**config.mk**
```make
export PLATFORM = sky130hd
export DESIGN_NAME = led_gpio_ctrl
export DESIGN_NICKNAME = d
export VERILOG_FILES = /design/src/rtl/led_gpio_pkg.sv /design/src/rtl/led_gpio_regs.sv /design/src/rtl/led_gpio_sync.sv /design/src/rtl/led_gpio_pinmux.sv /design/src/rtl/led_gpio_ctrl.sv
export SDC_FILE = /design/constraint.sdc
export NUM_CORES = 1
export LEC_CHECK = 0
export ABC_CLOCK_PERIOD_IN_PS = 1400
export BUFFER_PORTS_ARGS = -buffer_cell sky130_fd_sc_hd__buf_2
export CAP_MARGIN = 20
export CORE_ASPECT_RATIO = 0.9
export CORE_MARGIN = 2
export CORE_UTILIZATION = 49
export CTS_CLUSTER_SIZE = 40
export DETAILED_ROUTE_END_ITERATION = 16
export HOLD_SLACK_MARGIN = 0.12
export PLACE_DENSITY = 0.77
export SYNTH_ARGS = -nofsm -noshare
export SYNTH_HDL_FRONTEND = slang
export SYNTH_SLANG_ARGS = --single-unit
```
**constraint.sdc**
```tcl
create_clock -name clk -period 1.4 [get_ports clk]
set_input_delay 0 -clock clk [delete_from_list [all_inputs] [get_ports clk]]
set_output_delay 0 -clock clk [all_outputs]
set_load 0.02 [all_outputs]
```
**src/rtl/led_gpio_pkg.sv**
```systemverilog
package led_gpio_pkg;
  localparam int NUM_PORTS     = 5;
  localparam int PINS_PER_PORT = 3;
  localparam int PORT_STRIDE   = 4;
  localparam int NUM_PINS      = NUM_PORTS * PINS_PER_PORT;
  localparam int DATA_W        = 32;
  localparam int ADDR_W        = 16;
  localparam int SYNC_STAGES   = 2;

  localparam logic [ADDR_W-1:0] ADR_ENABLE = 16'h7d00;
  localparam logic [ADDR_W-1:0] ADR_OWNER  = 16'h7d04;
  localparam logic [ADDR_W-1:0] ADR_DIR    = 16'h7d10;
  localparam logic [ADDR_W-1:0] ADR_DRVEN  = 16'h7d14;
  localparam logic [ADDR_W-1:0] ADR_LEVEL  = 16'h7d18;

  typedef enum logic [2:0] {
    SEL_NONE, SEL_ENABLE, SEL_OWNER, SEL_DIR, SEL_DRVEN, SEL_LEVEL
  } reg_sel_e;

  // Bus bit that carries linear pin g: one spare bit per port group.
  function automatic int pin_bit(input int g);
    return g + (g / PINS_PER_PORT) * (PORT_STRIDE - PINS_PER_PORT);
  endfunction

  function automatic logic [DATA_W-1:0] pins_to_bus(input logic [NUM_PINS-1:0] p);
    logic [DATA_W-1:0] b;
    b = '0;
    for (int g = 0; g < NUM_PINS; g++) b[pin_bit(g)] = p[g];
    return b;
  endfunction

  function automatic logic [NUM_PINS-1:0] bus_to_pins(input logic [DATA_W-1:0] b);
    logic [NUM_PINS-1:0] p;
    for (int g = 0; g < NUM_PINS; g++) p[g] = b[pin_bit(g)];
    return p;
  endfunction

  function automatic reg_sel_e decode(input logic [ADDR_W-1:0] a);
    case (a)
      ADR_ENABLE: return SEL_ENABLE;
      ADR_OWNER:  return SEL_OWNER;
      ADR_DIR:    return SEL_DIR;
      ADR_DRVEN:  return SEL_DRVEN;
      ADR_LEVEL:  return SEL_LEVEL;
      default:    return SEL_NONE;
    endcase
  endfunction

  localparam logic [DATA_W-1:0] IMPL_MASK = pins_to_bus('1);
endpackage

```
**src/rtl/led_gpio_regs.sv**
```systemverilog
module led_gpio_regs
  import led_gpio_pkg::*;
#(
  parameter int N = NUM_PINS
) (
  input  logic         clk,
  input  logic         rst_n,
  input  logic         wr_en,
  input  reg_sel_e     wr_sel,
  input  logic [N-1:0] wr_pins,
  output logic [N-1:0] enable_q,
  output logic [N-1:0] owner_phy_q,
  output logic [N-1:0] dir_out_q,
  output logic [N-1:0] drven_q,
  output logic [N-1:0] level_q
);
  always_ff @(posedge clk or negedge rst_n) begin
    if (!rst_n) begin
      enable_q    <= '1;
      owner_phy_q <= '1;
      dir_out_q   <= '0;
      drven_q     <= '0;
      level_q     <= '0;
    end else if (wr_en) begin
      case (wr_sel)
        SEL_ENABLE: enable_q    <= wr_pins;
        SEL_OWNER:  owner_phy_q <= wr_pins;
        SEL_DIR:    dir_out_q   <= wr_pins;
        SEL_DRVEN:  drven_q     <= wr_pins;
        SEL_LEVEL:  level_q     <= wr_pins;
        default: ;
      endcase
    end
  end


  hole_write_stable_chk: assert property (@(posedge clk) disable iff (!rst_n)
    (wr_en && wr_sel == SEL_NONE) |=>
      ($stable(enable_q) && $stable(owner_phy_q) && $stable(dir_out_q) &&
       $stable(drven_q) && $stable(level_q)));
endmodule

```
**src/rtl/led_gpio_sync.sv**
```systemverilog
module led_gpio_sync #(
  parameter int W      = 15,
  parameter int STAGES = 2
) (
  input  logic         clk,
  input  logic         rst_n,
  input  logic [W-1:0] async_in,
  output logic [W-1:0] sync_out
);
  logic [W-1:0] stage_q [STAGES];

  always_ff @(posedge clk or negedge rst_n) begin
    if (!rst_n) begin
      for (int s = 0; s < STAGES; s++) stage_q[s] <= '0;
    end else begin
      stage_q[0] <= async_in;
      for (int s = 1; s < STAGES; s++) stage_q[s] <= stage_q[s-1];
    end
  end

  assign sync_out = stage_q[STAGES-1];
endmodule

```
**src/rtl/led_gpio_pinmux.sv**
```systemverilog
module led_gpio_pinmux #(
  parameter int N = 15
) (
  input  logic [N-1:0] enable,
  input  logic [N-1:0] owner_phy,
  input  logic [N-1:0] dir_out,
  input  logic [N-1:0] drven,
  input  logic [N-1:0] level,
  input  logic [N-1:0] phy_led,
  output logic [N-1:0] gpio_drive,
  output logic [N-1:0] pad_out,
  output logic [N-1:0] pad_oe
);
  for (genvar i = 0; i < N; i++) begin : g_pin
    logic phy_drive;
    assign phy_drive     = owner_phy[i] & enable[i];
    assign gpio_drive[i] = ~owner_phy[i] & dir_out[i] & drven[i];
    assign pad_oe[i]     = phy_drive | gpio_drive[i];
    assign pad_out[i]    = (phy_drive & phy_led[i]) | (gpio_drive[i] & level[i]);
  end
endmodule

```
**src/rtl/led_gpio_ctrl.sv**
```systemverilog
module led_gpio_ctrl
  import led_gpio_pkg::*;
(
  input  logic                clk,
  input  logic                rst_n,
  input  logic [ADDR_W-1:0]   bus_addr,
  input  logic [DATA_W-1:0]   bus_wdata,
  input  logic                bus_we,
  input  logic                bus_re,
  output logic [DATA_W-1:0]   bus_rdata,
  input  logic [NUM_PINS-1:0] phy_led,
  input  logic [NUM_PINS-1:0] pad_in,
  output logic [NUM_PINS-1:0] pad_out,
  output logic [NUM_PINS-1:0] pad_oe
);
  reg_sel_e            sel;
  logic [NUM_PINS-1:0] wr_pins;
  logic [NUM_PINS-1:0] enable_q, owner_phy_q, dir_out_q, drven_q, level_q;
  logic [NUM_PINS-1:0] pad_sync, gpio_drive, level_view, rd_pins;

  assign sel     = decode(bus_addr);
  assign wr_pins = bus_to_pins(bus_wdata);

  led_gpio_regs #(.N(NUM_PINS)) u_regs (
    .clk(clk), .rst_n(rst_n), .wr_en(bus_we), .wr_sel(sel), .wr_pins(wr_pins),
    .enable_q(enable_q), .owner_phy_q(owner_phy_q), .dir_out_q(dir_out_q),
    .drven_q(drven_q), .level_q(level_q)
  );

  led_gpio_sync #(.W(NUM_PINS), .STAGES(SYNC_STAGES)) u_sync (
    .clk(clk), .rst_n(rst_n), .async_in(pad_in), .sync_out(pad_sync)
  );

  led_gpio_pinmux #(.N(NUM_PINS)) u_mux (
    .enable(enable_q), .owner_phy(owner_phy_q), .dir_out(dir_out_q),
    .drven(drven_q), .level(level_q), .phy_led(phy_led),
    .gpio_drive(gpio_drive), .pad_out(pad_out), .pad_oe(pad_oe)
  );

  // GPIO-owned output pins show the stored level, all others the pad.
  assign level_view = (~owner_phy_q & dir_out_q & level_q) |
                      (~(~owner_phy_q & dir_out_q) & pad_sync);

  always_comb begin
    case (sel)
      SEL_ENABLE: rd_pins = enable_q;
      SEL_OWNER:  rd_pins = owner_phy_q;
      SEL_DIR:    rd_pins = dir_out_q;
      SEL_DRVEN:  rd_pins = drven_q;
      SEL_LEVEL:  rd_pins = level_view;
      default:    rd_pins = '0;
    endcase
  end

  always_ff @(posedge clk or negedge rst_n) begin
    if (!rst_n)      bus_rdata <= '0;
    else if (bus_re) bus_rdata <= (sel == SEL_NONE) ? '0 : pins_to_bus(rd_pins);
  end


  hole_read_zero_chk: assert property (@(posedge clk) disable iff (!rst_n)
    (bus_re && sel == SEL_NONE) |=> bus_rdata == '0);

  spare_bits_zero_chk: assert property (@(posedge clk) disable iff (!rst_n)
    (bus_rdata & ~IMPL_MASK) == '0);

  rdata_hold_chk: assert property (@(posedge clk) disable iff (!rst_n)
    !bus_re |=> $stable(bus_rdata));

  phy_gated_off_chk: assert property (@(posedge clk) disable iff (!rst_n)
    (owner_phy_q & ~enable_q & pad_oe) == '0);

  gpio_silent_chk: assert property (@(posedge clk) disable iff (!rst_n)
    (~owner_phy_q & ~(dir_out_q & drven_q) & pad_oe) == '0);

  undriven_low_chk: assert property (@(posedge clk) disable iff (!rst_n)
    (pad_out & ~pad_oe) == '0);
endmodule

```
**After elaboration in Yosys (flattened, before gate mapping)**

Index checks and enable logic that the tools add are counted.

- Eq/ne operators: 10
- Muxes and demuxes: 3
- Bitwise gates (word level): 126
- Reduce and logical (&&, ||, !) cells: 6

Operators by type and width:

| operator | count |
|---|---|
| $eq A16 B15 Y1 const B | 5 |
| $and A1 B1 Y1 | 75 |
| $pmux W15 S5 | 1 |
| $and A15 B15 Y15 | 3 |
| $not A15 Y15 | 2 |
| $or A1 B1 Y1 | 30 |
| $mux W19 | 1 |
| $not A1 Y1 | 15 |
| $or A15 B15 Y15 | 1 |
| $pmux W3 S5 | 1 |
| $reduce_and A2 Y1 | 5 |
| $eq A3 B2 Y1 const B | 2 |
| $eq A3 B3 Y1 const B | 2 |
| $eq A3 B1 Y1 const B | 1 |
| $logic_not A3 Y1 | 1 |

- Register bits: 137
- Bits of input ports: 82
- Output and inout port bits: 62
- Logic and storage cells: 153

**Logic depth before layout (Yosys ltp)**

- Depth in word-level cells: 7
- Mapped depth: 7
- Depth with buffers taken out: 4

**Cells and area by module**

From an unflattened synthesis, not the netlist that was laid out.

- Cell total of the unflattened synthesis: 507
- Area, all modules: 6138.4 um^2

Modules (own cells, without submodules):

| module | instances | cells an instance | area each (um^2) | seq. area each (um^2) |
|---|---|---|---|---|
| led_gpio_regs | 1 | 163 | 3025.4 | 1914.3 |
| led_gpio_ctrl | 1 | 194 | 1780.5 | 375.4 |
| led_gpio_sync | 1 | 45 | 863.3 | 750.7 |
| led_gpio_pinmux | 1 | 105 | 469.2 | 0.0 |

**Least setup slack after synthesis**

Ideal clock, no wire load.

- Path type: input-to-reg
- From: input bus_addr[5]
- To: register u_regs.level_q[0]
- Setup time: 0.125 ns
- Arrival: 1.654 ns
- Data required time: 1.275 ns
- Setup slack: -0.379 ns
- Stages: 7
- Buffers on the path: 3
- Cells stage by stage: or3_1 buf_2 nor3_2 and3_1 buf_2 buf_2 mux2_2

- Cells in the longest elaborated chain, start to end: 4
- Elaborated cells on any way between the ends: 8
- Classes of those cells: eq/ne: 6; mux: 1; reduce/logical: 1

Ends and longest elaborated chain:

| item | RTL line | source |
|---|---|---|
| start, declared | led_gpio_ctrl.sv:6 | `input logic [ADDR_W-1:0] bus_addr,` |
| $eq A16 B15 Y1 | led_gpio_pkg.sv:39 | `case (a)` |
| $pmux W3 S5 (*) | led_gpio_pkg.sv:39 |  |
| $eq A3 B3 Y1 (*) | led_gpio_regs.sv:25 | `case (wr_sel)` |
| $reduce_and A2 Y1 (no line) (*) | -- |  |
| end signal, assigned | led_gpio_regs.sv:30 | `SEL_LEVEL: level_q <= wr_pins;` |
| end, declared | led_gpio_regs.sv:15 | `output logic [N-1:0] level_q` |

Every way passes the cells marked *; elsewhere a longest branch is shown, timed or not.
A chain may end at the register's enable or synchronous reset.

**Final worst setup path**

- From: register u_regs.owner_phy_q[9]
- To: output pad_oe[9]

- Cells in the longest elaborated chain, start to end: 4
- Elaborated cells on any way between the ends: 5
- Classes of those cells: bitwise: 5

Ends and longest elaborated chain:

| item | RTL line | source |
|---|---|---|
| start, declared | led_gpio_regs.sv:12 | `output logic [N-1:0] owner_phy_q,` |
| start signal, assigned | led_gpio_regs.sv:27 | `SEL_OWNER: owner_phy_q <= wr_pins;` |
| $not A1 Y1 | led_gpio_pinmux.sv:17 | `assign gpio_drive[i] = ~owner_phy[i] & dir_out[i] & drven[i];` |
| $and A1 B1 Y1 (2 in series) | led_gpio_pinmux.sv:17 |  |
| $or A1 B1 Y1 (*) | led_gpio_pinmux.sv:18 | `assign pad_oe[i] = phy_drive \| gpio_drive[i];` |
| end, declared | led_gpio_ctrl.sv:14 | `output logic [NUM_PINS-1:0] pad_oe` |

Marks and branches as above.

==> metrics.md <==
| Metric | Value |
|---|---|
| Max Freq | `slightly above 700 MHz` |
| Core ar. | `approximately 12,000 sq um` |
| Initial antenna violation count | `1` |
| Chip Width | `120.1 um` |
| Post-DP HPWL | `roughly 11 mm` |
| Largest net degree at the start of global routing | `a little over 40` |
| First-pass detailed-route iteration total | `5` |
| Deepest clock path buffer count | `2` |
| Vias in the first global route | `5,061` |
| Final Power | `8.712 mW` |
| Most common cell after layout, fill and taps aside | `dfrtp_1` |
| Post-DP Area | `roughly 7000 sq um` |
| Final setup vio count | `1` |
| Clock Skew | `0.008378 ns` |
| #FFs+latches synth | `120` |
| Clock-pin slew on the worst setup and hold paths | `roughly 0.060 ns` |
| Post-Place Worst Slack | `-0.3884 ns` |
| CTS root buf | `clkbuf_16` |
| Finished Cell Area | `8388 sq um` |
| H-tree Lvls | `4` |
| Compound-Gate Fraction of Synth Area | `0.1398` |
| Seq/Total Area, Yosys | `0.5118` |
| DRT Wirelength | `17.53 mm` |
| # DRC | `0` |
| DR iter-0 viols | `roughly 340` |
| Slew HR | `0.6080` |
| Adder-Cell Fraction of Synth Area | `0` |
| Max IR drop VDD | `0.0009298 V` |
| Final WS setup | `-0.004903 ns` |
| Worst hold slack | `0.1288 ns` |
| Layout cell share with drive strength beyond 1 | `0.5224` |
| First-pass GRT wire length | `26.39 mm` |
| Placed insts | `800` |
| Failing checks | `setup timing` |
| Post-layout util | `0.7029` |
| TritonCTS Buffers | `17` |
| Io pins | `144` |
| Synth Area in Simple Gates | `0.1226` |
| Netlist cell types | `36` |
| Sink Count | `120` |
| Post-Syn Area | `5941 sq um` |
| XOR/XNOR Fraction of Synth Area | `0.001474` |
| Final Max Slew Viols | `0` |
| CP endpoint kind | `primary output` |
| Leakage | `~3.8 nW` |
| Total track usage | `0.2682` |
| Mean area per synthesized cell | `11.63 sq um` |
| Site Rows | `38` |
| Syn Inst Count | `about 510` |
| Routed wire length per instance | `20.03 um` |
| Nets | `~780` |
| Tmin final | `around 1.4 ns` |
| Most frequent cells in the layout | `dfrtp_1 (90), buf_2 (82), buf_4 (69)` |
| Startpoint Class | `register` |
| Critical Path RT | `1.40 ns` |
| Post-synth ARST share | `1.000` |
| Vias | `5,085` |
| Top area cells in the synthesized netlist | `dfrtp_1 (38%), mux2_2 (15%), dfstp_2 (13%), a31oi_1 (3.2%), nand2_1 (2.8%)` |
| Hold Violations, Final | `0` |
| Max Cap Viol | `0` |
| TritonCTS clock tree | `built` |
| Clock Latency Late Sink | `0.42 ns` |
| Worst-Margin Slew | `about 0.59 ns` |
| Setup CP Type | `register to primary output` |
| YS warnings | `0` |
| Crit share post-route | `1.004` |
| Synth area leader | `dfrtp_1` |
| Die outline height | `around 110 um` |
| RePlAce Congestion | `0.9047` |
| Port-buffer cells | `109` |
| Effective utilization at floorplan | `0.4978` |
| Multiplexer share of the synthesized area | `0.1769` |
| Setup TNS | `-0.004903 ns` |
| Finished Layout Cells | `875` |
| Vias per cell | `5.811` |
| Area added between synthesis and finish | `41.20%` |
| HP Class | `input pin to asynchronous set/reset pin` |
| CP arrival | `approximately 1.4 ns` |
| Ys flop type | `dfrtp_1` |
| CP Max Fanout | `6` |
| ANT nets after route | `0` |
| Die area | `about 13,000 sq um` |
| Largest family of logic cells by synthesized area | `multiplexers` |
| Count of flip-flops with a built-in enable after synthesis | `0` |
| Status | `complete, but fails checks` |
| PD cells | `1039 nW/um^2` |
| Global route overflow | `0` |
| RSZ-0062 raised after global routing | `yes` |
| Share of the synthesized area in the top cell type | `0.3791` |
-- logic make-up (layout without fill, tap and decap cells) --
kind of cell    after synthesis  after routing
other cells                   1             18
simple gates                127            127
xor+xnor                      1              1
flops                       120            120
compound gates              121            121
mux                          90             90
buf+inv                      51            238
-- Yosys cell counts (all sizes together) (2+ instances only) --
| master | number |
|---|---|
| a22o | 15 |
| a22oi | 15 |
| a31oi | 30 |
| buf | 25 |
| clkbuf | 24 |
| dfrtp | 90 |
| dfstp | 30 |
| inv | 2 |
| mux2 | 90 |
| nand2 | 45 |
| nand2b | 15 |
| nand3 | 32 |
| nand4b | 3 |
| nor2 | 3 |
| nor2b | 3 |
| nor3 | 3 |
| nor4 | 2 |
| nor4b | 15 |
| o211ai | 15 |
| o21ai | 30 |
| o31a | 15 |
-- final cells by class --
class                   count  area, sq um
repair buffers            204         1530
clock buffers              19        442.9
flip-flops and latches    120         3040
diodes                      1        2.502
well taps                 160        200.2
fillers                   794         3546
clock inverters            13        177.7
inverters                   2        7.507
multi-input cells         356         2987
-- registers in the layout (all words and copies together) (netlist names) --
name / count
bus_rdata: 15
u_regs.dir_out_q: 15
u_regs.drven_q: 15
u_regs.enable_q: 15
u_regs.level_q: 15
u_regs.owner_phy_q: 15
u_sync.stage_q: 15
u_sync.sync_out: 15
-- where the power goes --
part,switching [mW],leakage (nW),internal (mW)
Combinational,0.334,1.99,0.224
Clock,1.61,0.302,3.01
Sequential,0.0139,1.50,3.52
-- worst max-delay path: stages, from the launching register on --
cell and delay [ns]:
dfstp_2 0.54, buf_6 0.13, nand2_2 0.05, o21ai_1 0.10, buf_4 0.17
-- routing by layer --
metal | GRT usage | vias to the layer above | part of all wire
li1 | - | 2269 | -
met4 | 0.1235 | 0 | 0.025
met2 | 0.4529 | 243 | 0.51
met5 | 0 | - | 0
met1 | 0.3189 | 2526 | 0.40
met3 | 0.07700 | 47 | 0.068
-- final timing paths --
check,cells after the start,endpoint,slack [ns],startpoint
worst max register to register,4,bus_rdata[0],0.01,u_regs.owner_phy_q[0]
max in group asynchronous,3,u_regs.enable_q[7],0.60,rst_n
min in group clk,5,bus_rdata[13],0.21,bus_re
worst max-delay path,4,pad_oe[9],-0.005,u_regs.owner_phy_q[9]
worst min register to register,0,u_sync.sync_out[0],0.35,u_sync.stage_q[15]
worst min-delay path,2,u_regs.dir_out_q[0],0.13,rst_n
-- what timing repair did --
| action | 4_1_cts | 5_1_grt |
|---|---|---|
| setup endpoints to repair | 11 | 37 |
| pin swaps | 2 | 14 |
| setup buffers | 1 | 10 |
| hold buffers | 31 | 0 |
| hold endpoints to repair | 190 | 0 |
| gates resized for setup | 14 | 105 |
Note: power is estimated with default switching activity, not from simulation.
